[src/rtl/pla_pkg.sv]
// Shared types for the split-order line address generator.
// Assumes nothing beyond a two-state line phase.
package pla_pkg;
    typedef enum logic {
        PH_IDLE = 1'b0,
        PH_RUN  = 1'b1
    } phase_e;
endpackage

[src/rtl/pla_step.sv]
// Per-pixel modular step: forms acc+incr and acc+(incr-lim) in parallel and
// picks the folded sum when acc exceeds (lim-incr).
// Assumes acc <= lim and 1 <= incr <= lim; thr and incm are precomputed.
module pla_step #(
    parameter int AW = 12
) (
    input  logic [AW-1:0] acc_i,
    input  logic [AW-1:0] incr_i,
    input  logic [AW-1:0] incm_i,
    input  logic [AW-1:0] thr_i,
    output logic [AW-1:0] nxt_o
);
    logic [AW-1:0] sum_plain;
    logic [AW-1:0] sum_fold;

    // Two parallel adders and a select on the threshold compare.
    always_comb begin
        sum_plain = acc_i + incr_i;
        sum_fold  = acc_i + incm_i;
        nxt_o     = (acc_i > thr_i) ? sum_fold : sum_plain;
    end
endmodule

[src/rtl/pla_stride.sv]
// Holds the stride of the running line with its two slow terms, and the
// pending stride for the next line with its terms, prepared at line end.
// Assumes launch_i only when idle, and cap_i/fin_i only while running.
module pla_stride #(
    parameter int AW = 12
) (
    input  logic          clk,
    input  logic          rst_n,
    input  logic          launch_i,
    input  logic [AW-1:0] last_idx_i,
    input  logic          cap_i,
    input  logic [AW-1:0] cap_val_i,
    input  logic          fin_i,
    output logic [AW-1:0] lim_o,
    output logic [AW-1:0] incr_o,
    output logic [AW-1:0] incm_o,
    output logic [AW-1:0] thr_o
);
    localparam logic [AW-1:0] ONE = AW'(1);

    logic [AW-1:0] lim_q, incr_q, incm_q, thr_q;
    logic [AW-1:0] pinc_q, pdiff_q, pthr_q;
    logic          lim_ok_q;
    logic          keep;

    // Reuse the pending stride only when the length is unchanged.
    always_comb keep = lim_ok_q && (last_idx_i == lim_q);

    // Stride registers: load at launch, capture mid-line, prepare at line end.
    always_ff @(posedge clk) begin
        if (!rst_n) begin
            lim_q    <= '0;
            lim_ok_q <= 1'b0;
            incr_q   <= ONE;
            incm_q   <= ONE;
            thr_q    <= '0;
            pinc_q   <= ONE;
            pdiff_q  <= ONE;
            pthr_q   <= '0;
        end else begin
            if (launch_i) begin
                lim_q    <= last_idx_i;
                lim_ok_q <= 1'b1;
                if (keep) begin
                    incr_q <= pinc_q;
                    incm_q <= pdiff_q;
                    thr_q  <= pthr_q;
                end else begin
                    incr_q  <= ONE;
                    incm_q  <= ONE - last_idx_i;
                    thr_q   <= last_idx_i - ONE;
                    pinc_q  <= ONE;
                    pdiff_q <= ONE - last_idx_i;
                    pthr_q  <= last_idx_i - ONE;
                end
            end
            if (cap_i) begin
                pinc_q <= cap_val_i;
            end
            if (fin_i) begin
                pdiff_q <= pinc_q - lim_q;
                pthr_q  <= lim_q - pinc_q;
            end
        end
    end

    always_comb begin
        lim_o  = lim_q;
        incr_o = incr_q;
        incm_o = incm_q;
        thr_o  = thr_q;
    end

    // a fresh or changed length restarts the stride at one.
    p_fresh_one_r5: assert property (@(posedge clk) disable iff (!rst_n)
        launch_i && !keep |=> incr_q == ONE);
endmodule

[src/rtl/pla_seq.sv]
// Line sequencer: pixel counter, address accumulator and line phase.
// Presents lim as the final address and flags the mid-point capture.
// Assumes lim_i is stable while running (it changes only at launch).
module pla_seq
    import pla_pkg::*;
#(
    parameter int AW = 12
) (
    input  logic          clk,
    input  logic          rst_n,
    input  logic          go_i,
    input  logic          step_i,
    input  logic [AW-1:0] lim_i,
    input  logic [AW-1:0] nxt_i,
    output logic          launch_o,
    output logic          cap_o,
    output logic          fin_o,
    output logic [AW-1:0] acc_o,
    output logic [AW-1:0] addr_o,
    output logic          vld_o
);
    phase_e        ph_q;
    logic [AW-1:0] cnt_q;
    logic [AW-1:0] acc_q;
    logic [AW-1:0] mid;
    logic          adv;
    logic          at_end;

    // Decode launch, advance, end of line and mid-point capture.
    always_comb begin
        mid      = lim_i >> 1;
        launch_o = go_i && (ph_q == PH_IDLE);
        adv      = step_i && (ph_q == PH_RUN);
        at_end   = (cnt_q == lim_i);
        fin_o    = adv && at_end;
        cap_o    = adv && !at_end && (cnt_q == mid);
    end

    // Phase, counter and accumulator update.
    always_ff @(posedge clk) begin
        if (!rst_n) begin
            ph_q  <= PH_IDLE;
            cnt_q <= '0;
            acc_q <= '0;
        end else if (launch_o) begin
            ph_q  <= PH_RUN;
            cnt_q <= '0;
            acc_q <= '0;
        end else if (adv) begin
            if (at_end) begin
                ph_q <= PH_IDLE;
            end else begin
                cnt_q <= cnt_q + AW'(1);
                acc_q <= nxt_i;
            end
        end
    end

    // Output select: the last index closes every line.
    always_comb begin
        acc_o  = acc_q;
        addr_o = at_end ? lim_i : acc_q;
        vld_o  = (ph_q == PH_RUN);
    end

    // every line opens at address zero.
    p_open_zero_r2: assert property (@(posedge clk) disable iff (!rst_n)
        $rose(vld_o) |-> addr_o == '0);
    // addresses stay within 0..lim.
    p_in_range_r3: assert property (@(posedge clk) disable iff (!rst_n)
        vld_o |-> addr_o <= lim_i);
    // no advance means no change.
    p_hold_r7: assert property (@(posedge clk) disable iff (!rst_n)
        vld_o && !step_i |=> vld_o && $stable(addr_o));
    // accepting the final address ends the line.
    p_end_drop_r4: assert property (@(posedge clk) disable iff (!rst_n)
        vld_o && step_i && at_end |=> !vld_o);
    // idle without a start stays idle.
    p_idle_stay_r8: assert property (@(posedge clk) disable iff (!rst_n)
        !vld_o && !go_i |=> !vld_o);
endmodule

[src/rtl/perm_line_addr.sv]
// Top: split-order address generator for an in-place line buffer.
// Assumes line_go_i matters only while idle; last_idx_i is read at line start.
module perm_line_addr #(
    parameter int AW = 12
) (
    input  logic          clk,
    input  logic          rst_n,
    input  logic [AW-1:0] last_idx_i,
    input  logic          line_go_i,
    input  logic          step_i,
    output logic [AW-1:0] addr_o,
    output logic          addr_vld_o
);
    logic          launch, cap, fin;
    logic [AW-1:0] lim, incr, incm, thr, acc, nxt;

    pla_seq #(.AW(AW)) u_seq (
        .clk      (clk),
        .rst_n    (rst_n),
        .go_i     (line_go_i),
        .step_i   (step_i),
        .lim_i    (lim),
        .nxt_i    (nxt),
        .launch_o (launch),
        .cap_o    (cap),
        .fin_o    (fin),
        .acc_o    (acc),
        .addr_o   (addr_o),
        .vld_o    (addr_vld_o)
    );

    pla_stride #(.AW(AW)) u_stride (
        .clk        (clk),
        .rst_n      (rst_n),
        .launch_i   (launch),
        .last_idx_i (last_idx_i),
        .cap_i      (cap),
        .cap_val_i  (nxt),
        .fin_i      (fin),
        .lim_o      (lim),
        .incr_o     (incr),
        .incm_o     (incm),
        .thr_o      (thr)
    );

    pla_step #(.AW(AW)) u_step (
        .acc_i  (acc),
        .incr_i (incr),
        .incm_i (incm),
        .thr_i  (thr),
        .nxt_o  (nxt)
    );

    // no address is presented during or right after reset.
    p_reset_quiet_r1: assert property (@(posedge clk)
        !rst_n |=> !addr_vld_o);
endmodule

[config.mk]
export PLATFORM = sky130hd
export DESIGN_NAME = perm_line_addr
export DESIGN_NICKNAME = d
export VERILOG_FILES = /design/src/rtl/pla_pkg.sv /design/src/rtl/pla_step.sv /design/src/rtl/pla_stride.sv /design/src/rtl/pla_seq.sv /design/src/rtl/perm_line_addr.sv
export SDC_FILE = /design/constraint.sdc
export NUM_CORES = 1
export LEC_CHECK = 0
export BUFFER_PORTS_ARGS = -buffer_cell sky130_fd_sc_hd__buf_2
export CORE_ASPECT_RATIO = 1.5
export CORE_MARGIN = 1.5
export CORE_UTILIZATION = 45
export CTS_CLUSTER_SIZE = 28
export DETAILED_ROUTE_END_ITERATION = 12
export PLACE_DENSITY = 0.69
export SETUP_SLACK_MARGIN = 0.05
export SLEW_MARGIN = 40
export SYNTH_ARGS = -nofsm -noshare
export SYNTH_HDL_FRONTEND = slang
export SYNTH_SLANG_ARGS = --single-unit
[constraint.sdc]
create_clock -name clk -period 4.8 [get_ports clk]
set_input_delay 0.24 -clock clk [delete_from_list [all_inputs] [get_ports clk]]
set_output_delay 0.24 -clock clk [all_outputs]
set_load 0.1 [all_outputs]
==> reports/results.txt <==
Worst Setup Start Kind - register
Slew @ Worst Pin - 0.823 ns
Final Util - 0.500
Worst slew margin - 0.450
setup bufs post-CTS - 0
Tot Pwr - 2.26 mW
worst reg2reg path depth - 16
Die Width - 105 µm
Cell variety after synth - 63
sequential-to-total area share from yosys stat - 0.313
CTS Sinks - 110
Hold WC Path Type - in2reg
Worst-Skew Late Latency - 0.35 ns
crit-path most repeated cell - o21ai_0
Critical Path AT - 4.58 ns
Post-synth EDFFs - 0
Setup Skew - 0.0158 ns
Tot GR Track Use - 0.256
final net count - 935
max-slew violation count - 0
fmax - 231 MHz
routed len/inst - 19.4 µm
PD cells - 297 nW/µm²
CTS Buf Count - 9
Setup violations, final - 0
Chip Height - 156 µm
Area Overhead vs Synth - 7.94%
DRC viols - 0
Async SR Flop Fraction - 0
Mapped Cells - 879
Port Buffers - 28
first-pass GRT wire length - 32200 µm
RSZ-0062 raised after global routing - false
Crit Path Max Fanout - 12
outcome - complete, no violations
CP endpoint kind - register
clock root buffer - clkbuf_16
Setup TNS - 0 ns
Primary FF master, synth - dfxtp_1
Setup CP Type - reg2reg
Hold Buf Count CTS - 0
CTS max path bufs - 2
#FFs+latches synth - 110
vias in the first global route - 5803
drt initial violations - 426
syn_nets - 946
minimum clock period - 4.34 ns
TritonRoute pass-1 iters - 5
CP peak stage delay - 0.54 ns
final period utilization - 0.903
Via-to-Cell Ratio - 5.82
clock slew at reported path FFs - 0.08 ns
hpwl dp - 15400 µm
TritonCTS clock tree - done
average size of a mapped cell - 8.01 µm²
routability cong. - 0.956
VDD IR-drop max - 0.168 mV
Ys Warns - 0
num rows - 55
total length of routed wires - 20800 µm
P_leak - 3.06 nW
die area - 16400 µm²
Ports - 29
layout cells sized above 1 - 0.113
largest net degree at the start of global routing - 61
final number of hold-violating endpoints - 0
initial antenna violation count - 1
DRT antenna net count - 0
ant diodes - 0
GRT overflow - 0
slowest CP cell - a2111oi_0
H-tree Lvls - 3
crit path cell chain - inv_1 -> ha_1 -> a21oi_1 -> o21ai_0 -> a2111oi_0 -> a21oi_2 -> mux2_2 -> ha_1 -> a211oi_1 -> o21ai_0 -> a21oi_1 -> o21ba_2 -> o21ai_0 -> o31a_1 -> nor4bb_1 -> a311o_1
worst path required time - 5.05 ns
Initial Util - 0.463
post_cts resized - 0
core area - 15200 µm²
Worst Hold Depth - 3
via count - 6239
Max Cap Violations - 0
Cell Area, Synth - 7040 µm²
## synthesized netlist by cell type (4+ instances only)
library cell,count,share of area
o21ai_0,28,0.020
a221oi_1,8,0.0099
nand3_1,12,0.0085
a21oi_1,67,0.048
dfxtp_1,110,0.31
nor2_1,94,0.050
nand2b_1,4,0.0036
nor3_1,15,0.011
xor2_1,33,0.041
clkbuf_1,54,0.029
buf_2,11,0.0078
nand2_1,101,0.054
a21o_1,13,0.014
a22oi_1,11,0.012
inv_1,49,0.026
o211ai_1,12,0.013
a211oi_1,9,0.0096
or3_1,6,0.0053
o22ai_1,6,0.0053
xnor2_1,54,0.067
ha_1,48,0.085
mux2i_1,12,0.017
mux2_2,21,0.034
nor2b_1,9,0.0080
o21a_1,4,0.0043
nor4_1,7,0.0062
nand4_1,16,0.014
a22o_1,11,0.014
a31oi_1,8,0.0071
## routing by layer
| metal | track usage | share of wire | vias to the layer above |
|---|---|---|---|
| li1 | - | - | 3013 |
| met2 | 0.455 | 0.51 | 164 |
| met3 | 0.0287 | 0.028 | 54 |
| met4 | 0.153 | 0.060 | 2 |
| met5 | 0 | 0.0023 | - |
| met1 | 0.294 | 0.40 | 3006 |
## flip-flops by register name (all words and copies together), names as in the netlist, 12 cells and up
signal / count
u_stride.incm_o: 12
u_stride.incr_o: 12
u_seq.cnt_q: 12
u_seq.acc_o: 12
u_stride.pinc_q: 12
u_stride.pdiff_q: 12
u_stride.pthr_q: 12
u_stride.lim_o: 12
u_stride.thr_o: 12
## placed cells by master (no fill, tap or decap), types with 11 or more instances in the layout
| master | Yosys | layout |
|---|---|---|
| inv_1 | 49 | 49 |
| dfxtp_1 | 110 | 110 |
| o211ai_1 | 12 | 12 |
| a21oi_1 | 67 | 66 |
| o21ai_0 | 28 | 28 |
| buf_2 | 11 | 28 |
| xor2_1 | 33 | 33 |
| mux2i_1 | 12 | 12 |
| mux2_2 | 21 | 21 |
| nand4_1 | 16 | 16 |
| ha_1 | 48 | 48 |
| a21o_1 | 13 | 13 |
| buf_4 | 1 | 19 |
| a22oi_1 | 11 | 11 |
| xnor2_1 | 54 | 54 |
| nor2_1 | 94 | 91 |
| nand2_1 | 101 | 100 |
| nand3_1 | 12 | 12 |
| a22o_1 | 11 | 11 |
| nor3_1 | 15 | 15 |
## through the flow
| step | worst slack, ns | hold slack (ns) | std cells | cell area [µm²] |
|---|---|---|---|---|
| 5_1_grt | 0.0906 | 0.166 | 1072 | 7600 |
| 6_report | 0.464 | 0.157 | 1072 | 7600 |
| 3_3_place_gp | 0.399 | 0.435 | 1056 | 7290 |
| 2_1_floorplan | 0.991 | 0.376 | 879 | 7040 |
| 4_1_cts | 0.553 | 0.154 | 1072 | 7600 |
| 3_5_place_dp | 0.573 | 0.445 | 1056 | 7300 |
## worst paths after layout
kind / slack (ns) / to / from
min: 0.16 / u_seq.vld_o / line_go_i
max reg2reg: 0.46 / u_stride.pinc_q[11] / u_stride.thr_o[9]
max: 0.46 / u_stride.pinc_q[11] / u_stride.thr_o[9]
min reg2reg: 0.45 / u_stride.thr_o[1] / u_stride.thr_o[1]
## report_power, final
group	switching (mW)	total, mW	internal, mW
Sequential	0.0336	0.986	0.953
Clock	0.374	0.766	0.392
Combinational	0.327	0.507	0.180
## critical path: cells and delay by family, from the launching register on
kind | cells | cell delay [ns]
AOI/OAI and AO/OA | 11 | 2.73
DFF | 1 | 0.34
and+or+nand+nor | 1 | 0.16
adders and majority gates | 2 | 0.59
muxes | 1 | 0.36
buffers and inverters | 1 | 0.05
## final cells by class
type                       instances  area (µm²)
clock buffer                      11         253
clock inverter                     5        50.0
fill                            1457        7600
inverter                          50         188
multi-input combinational        650        4380
sequential                       110        2200
tap                              199         249
timing repair buffer              47         283
## kinds of logic after synthesis
group / Yosys count / synth area share
muxes: 33 / 0.0506
adders and majority gates: 51 / 0.0938
buffers and inverters: 119 / 0.0682
and+or+nand+nor: 281 / 0.185
AOI/OAI and AO/OA: 198 / 0.182
DFF: 110 / 0.313
xor gates and xnor gates: 87 / 0.108
Note: power is estimated with default switching activity, not from simulation.
